--- config.mk ---
export PLATFORM = sky130hd
export DESIGN_NAME = status_shifter
export DESIGN_NICKNAME = d
export VERILOG_FILES = /design/src/rtl/ssr_pkg.sv /design/src/rtl/ssr_sync.sv /design/src/rtl/ssr_down_counter.sv /design/src/rtl/status_shifter.sv
export SDC_FILE = /design/constraint.sdc
export NUM_CORES = 1
export LEC_CHECK = 0
export ABC_AREA = 1
export BUFFER_PORTS_ARGS = -buffer_cell sky130_fd_sc_hd__buf_2
export CAP_MARGIN = 15
export CELL_PAD_IN_SITES_DETAIL_PLACEMENT = 0
export CELL_PAD_IN_SITES_GLOBAL_PLACEMENT = 1
export CORE_UTILIZATION = 41
export CTS_BUF_LIST = sky130_fd_sc_hd__clkbuf_8 sky130_fd_sc_hd__clkbuf_16
export DETAILED_ROUTE_END_ITERATION = 8
export PLACE_DENSITY_LB_ADDON = 0.1
export SYNTH_ARGS = -nofsm -noshare
export SYNTH_HDL_FRONTEND = slang
export SYNTH_HIERARCHICAL = 1
export SYNTH_SLANG_ARGS = --single-unit
--- constraint.sdc ---
create_clock -name clk -period 1.9 [get_ports clk]
set_input_delay 0.19 -clock clk [delete_from_list [all_inputs] [get_ports clk]]
set_output_delay 0.19 -clock clk [all_outputs]
set_load 0.01 [all_outputs]
--- src/rtl/ssr_pkg.sv ---
package ssr_pkg;

  localparam int unsigned BYTE_W = 8;

  typedef enum logic [2:0] {
    ST_IDLE,
    ST_WAIT_CS,
    ST_SHIFT,
    ST_NEXT_BIT,
    ST_NEXT_BYTE
  } ssr_state_e;

  // Table content: the last two entries are clear, the two before them are
  // all ones, and the rest follow an affine sequence.
  function automatic logic [BYTE_W-1:0] status_entry(input int idx, input int count);
    logic [BYTE_W-1:0] val;
    if (idx >= count - 2)       val = '0;
    else if (idx >= count - 4)  val = '1;
    else                        val = BYTE_W'(idx * 37 + 5);
    return val;
  endfunction

endpackage

--- src/rtl/ssr_sync.sv ---
module ssr_sync #(
  parameter int unsigned STAGES    = 2,
  parameter bit          RESET_VAL = 1'b0
) (
  input  logic clk,
  input  logic rst_n,
  input  logic d,
  output logic q
);
  logic [STAGES-1:0] chain;

  always_ff @(posedge clk) begin
    if (!rst_n) chain <= {STAGES{RESET_VAL}};
    else        chain <= {chain[STAGES-2:0], d};
  end

  assign q = chain[STAGES-1];
endmodule

--- src/rtl/ssr_down_counter.sv ---
module ssr_down_counter #(
  parameter int unsigned W        = 3,
  parameter int unsigned LOAD_VAL = 7
) (
  input  logic         clk,
  input  logic         rst_n,
  input  logic         load,
  input  logic         step,
  output logic [W-1:0] value,
  output logic         at_zero
);
  always_ff @(posedge clk) begin
    if (!rst_n)     value <= W'(LOAD_VAL);
    else if (load)  value <= W'(LOAD_VAL);
    else if (step)  value <= value - W'(1);
  end

  assign at_zero = (value == '0);
endmodule

--- src/rtl/status_shifter.sv ---
module status_shifter
  import ssr_pkg::*;
#(
  parameter int unsigned NUM_BYTES   = 18,
  parameter int unsigned SYNC_STAGES = 2
) (
  input  logic clk,
  input  logic rst_n,
  input  logic cmd_start,
  input  logic spi_sclk,
  input  logic spi_cs_n,
  output logic spi_miso
);
  localparam int unsigned BIT_W  = $clog2(BYTE_W);
  localparam int unsigned WORD_W = $clog2(NUM_BYTES);

  // Synchronized serial inputs
  logic sclk_s, cs_n_s, sclk_q, sclk_rise;

  ssr_sync #(.STAGES(SYNC_STAGES), .RESET_VAL(1'b0)) u_sync_sclk (
    .clk(clk), .rst_n(rst_n), .d(spi_sclk), .q(sclk_s));

  ssr_sync #(.STAGES(SYNC_STAGES), .RESET_VAL(1'b1)) u_sync_cs (
    .clk(clk), .rst_n(rst_n), .d(spi_cs_n), .q(cs_n_s));

  always_ff @(posedge clk) begin
    if (!rst_n) sclk_q <= 1'b0;
    else        sclk_q <= sclk_s;
  end

  assign sclk_rise = sclk_s & ~sclk_q;

  // Sequencer
  ssr_state_e state, state_nx;
  logic [BIT_W-1:0]  bit_idx;
  logic [WORD_W-1:0] word_idx;
  logic bit_term, word_term;
  logic bit_load, bit_step, word_load, word_step;

  always_ff @(posedge clk) begin
    if (!rst_n) state <= ST_IDLE;
    else        state <= state_nx;
  end

  always_comb begin
    state_nx = state;
    case (state)
      ST_IDLE:    if (cmd_start) state_nx = ST_WAIT_CS;
      ST_WAIT_CS: if (!cs_n_s)   state_nx = ST_SHIFT;
      ST_SHIFT: begin
        if (sclk_rise) begin
          if (bit_term && word_term) state_nx = ST_IDLE;
          else if (bit_term)         state_nx = ST_NEXT_BYTE;
          else                       state_nx = ST_NEXT_BIT;
        end
      end
      ST_NEXT_BIT:  state_nx = ST_SHIFT;
      ST_NEXT_BYTE: state_nx = ST_SHIFT;
      default:      state_nx = ST_IDLE;
    endcase
  end

  always_comb begin
    bit_load  = 1'b0;
    bit_step  = 1'b0;
    word_load = 1'b0;
    word_step = 1'b0;
    case (state)
      ST_IDLE, ST_WAIT_CS: begin
        bit_load  = 1'b1;
        word_load = 1'b1;
      end
      ST_NEXT_BIT:  bit_step = 1'b1;
      ST_NEXT_BYTE: begin
        bit_load  = 1'b1;
        word_step = 1'b1;
      end
      default: ;
    endcase
  end

  ssr_down_counter #(.W(BIT_W), .LOAD_VAL(BYTE_W - 1)) u_bit_cnt (
    .clk(clk), .rst_n(rst_n), .load(bit_load), .step(bit_step),
    .value(bit_idx), .at_zero(bit_term));

  ssr_down_counter #(.W(WORD_W), .LOAD_VAL(NUM_BYTES - 1)) u_word_cnt (
    .clk(clk), .rst_n(rst_n), .load(word_load), .step(word_step),
    .value(word_idx), .at_zero(word_term));

  // Status table, computed at elaboration
  logic [BYTE_W-1:0] table_q [NUM_BYTES];
  logic [BYTE_W-1:0] cur_byte;

  for (genvar g = 0; g < NUM_BYTES; g++) begin : g_table
    assign table_q[g] = status_entry(g, NUM_BYTES);
  end

  always_comb begin
    cur_byte = '0;
    for (int i = 0; i < NUM_BYTES; i++)
      if (word_idx == WORD_W'(i)) cur_byte = table_q[i];
  end

  assign spi_miso = (state == ST_SHIFT) ? cur_byte[bit_idx] : 1'b0;
endmodule

==> reports/metrics.yaml <==
synth_top_cell_by_area: "dfxtp_1"
yosysWarnings: 6
r2r-start: "u_bit_cnt/value[0]$_SDFFE_PP1P_"
start_util: 0.4444
worstPathRequired_ps: 1710
ctsHoldBuffers: 0
via_count: 1272
rsz0062_at_grt: "yes"
die_w_um: 54.29
grt_pass1_wl_um: 4505
hold_viol_final: 0
syn_nets: 200
critical_path_arrival_ps: 1670
tritoncts.num_buffers: 3
layout_setup_ws_ps: 40.68
syn_area_per_cell_um2: 5.870
clkLatencyLatePin_ps: 240
crit_chain: "inv_1, nand3_4, nor2_2, nor2_1, nand3_1, a21oi_2, nand2_1, a21oi_2, nor2_1, buf_2"
coreArea_um2: 2522
cts_tree: "done"
end_kind: "primary output"
tightest_slew_ps: 422.4
place_ws_ps: 96.16
syn_area_um2: 1121
track_usage: 0.2103
synth.top_cells.by_area: "dfxtp_1 (29%), nand2_1 (14%), inv_1 (12%)"
wl_per_cell_um: 11.77
status: "completed"
max_freq_mhz: 537.8
synth_top_area_frac: 0.2857
vias_per_cell: 5.213
fin_skew_ps: 1.434
rows: 18
fin_crit_sh: 0.9786
max_slew_margin: 0.7173
final.min_clock_period_ps: 1859
routed_wl_um: 2873
cap_violations: 0
vdd_drop_max_v: 0.0006398
crit_path_max_fanout: 7
antennaDiodeCount: 0
hpwlAfterDp_um: 1857
root_buffer: "clkbuf_8"
layout-drive-gt1-share: 0.2757
p_leak_nw: 0.7229
die_h_um: 54.29
clock-sinks: 16
hold_class: "in -> reg"
setup_viol: 0
drtAntennaViolNets: 0
ios: 6
fin_nets: 224
cts_max_path_buffers: 2
grt_max_degree: 14
cellPowerDensity_nw_per_um2: 586.7
cp_slowest_cell: "dfxtp_4"
critPathLaunchType: "register"
drc: 0
detail_route.first_pass.iterations: 4
critPathKind: "reg -> out"
ys_seq_elements: 16
place_congestion: 0.8948
cp-startpoint: "u_word_cnt/value[1]$_SDFFE_PP0P_"
grt_pass1_vias: 1094
ys_seq_area_frac: 0.2857
portBuffers: 5
area_growth_pct: 32.81
htree_levels: 1
drtIter0Drc: 46
place_area_um2: 1186
antenna_found_initial: 0
synth_cells: 191
die-area_um2: 2947
slew_violations: 0
overflow: 0
synth.distinct_cells: 21
clk_pin_slew_ps: 60
min_from: "spi_sclk"
fin_area_um2: 1489
cpPeakStageDelay_ps: 410
nFillCells: 246
## critical path, delay by kind of cell, from the launching register on
family,cells,cell delay (ps)
flip-flops,1,410
AO/OA/AOI/OAI,2,280
AND/OR/NAND/NOR,6,490
buffers and inverters,2,240
## state kept, by name (all words and copies together), names as in the netlist
register and cells:
state 3, u_word_cnt/value 5, u_sync_sclk/chain 2, sclk_q 1, u_bit_cnt/value 3, u_sync_cs/chain 2
## through the flow
stage / instances / total power, W / utilization / hold slack (ps) / setup TNS [ps]
after floorplan: 191 / 0.0005528 / - / 258.7 / 0
final: 244 / 0.0008735 / 0.5903 / 118.0 / 0
after global placement: 226 / 0.0005907 / 0.4702 / 359.7 / 0
after CTS: 230 / 0.0008920 / 0.5025 / 115.4 / 0
after global routing: 244 / 0.0009326 / 0.5903 / 126.2 / -105.7
after detailed placement: 226 / 0.0005907 / 0.4702 / 374.6 / 0
## Yosys cell counts
master,number
nor2_1,36
a31o_2,1
nand4_1,3
o211ai_1,2
nand3b_1,1
nor2_2,1
inv_1,36
nor3_1,9
nor2_4,2
inv_2,3
o31ai_1,1
buf_2,1
o21ai_0,5
a31oi_1,1
nand3_1,15
o21a_1,1
nand2_1,41
nand3_2,1
dfxtp_1,16
ha_1,4
a21oi_1,11
## cells by family (layout without fill, tap and decap cells)
logic type                 Yosys count  count (layout)  synth area share
AOI/OAI and AO/OA                   22              22            0.1116
adders and majority gates            4               4           0.04464
buffers and inverters               40              63            0.1350
DFF                                 16              16            0.2857
and+or+nand+nor                    109             109            0.4230
## per-layer routing
| metal | GRT usage | vias to the layer above | share of wire |
|---|---|---|---|
| met3 | 0.04444 | 10 | 0.039 |
| met1 | 0.2496 | 571 | 0.43 |
| met4 | 0.09402 | 0 | 0.015 |
| met5 | 0 | - | 0 |
| li1 | - | 650 | - |
| met2 | 0.3598 | 41 | 0.52 |
## final timing paths
check | endpoint | slack, ps | cells past startpoint
hold / removal | u_sync_sclk/chain[0]$_SDFF_PN0_ | 120 | 3
setup / recovery | spi_miso | 40 | 10
setup reg to reg | state[1]$_SDFFE_PN0P_ | 500 | 7
hold reg to reg | u_sync_cs/chain[1]$_SDFF_PN1_ | 410 | 2
## power by group
part           leakage (nW)  internal, W  switching [W]
registers             0.132     0.000352      0.0000184
clock network        0.0288     0.000184       0.000116
logic                 0.562    0.0000809       0.000123
## placed cells by master (no fill, tap or decap), types with 3 or more instances in the layout
cell | Yosys | routed
inv_1 | 36 | 34
nand2_1 | 41 | 34
nor2_1 | 36 | 30
nand3_1 | 15 | 14
buf_4 | 0 | 13
dfxtp_1 | 16 | 10
nor3_1 | 9 | 8
nor2_4 | 2 | 7
a21oi_1 | 11 | 7
nand2_2 | 0 | 5
buf_2 | 1 | 5
dfxtp_4 | 0 | 5
inv_2 | 3 | 4
o21ai_0 | 5 | 4
clkbuf_8 | 0 | 4
ha_1 | 4 | 4
nand4_1 | 3 | 3
a21oi_2 | 0 | 3
## cell type report
type	instances	area, um2	share of cell area
Multi-Input combinational cell	135	757.0	0.5084
Sequential cell	16	340.3	0.2286
Inverter	39	153.9	0.1034
Timing Repair Buffer	20	145.1	0.09748
Clock buffer	4	55.05	0.03697
Tap cell	30	37.54	0.02521
## what timing repair did
item,4_1_cts,5_1_grt
pin swaps,0,11
setup endpoints to repair,1,1
setup buffers,0,14
resized for setup,12,37
Power figures use the tool's default switching activity.
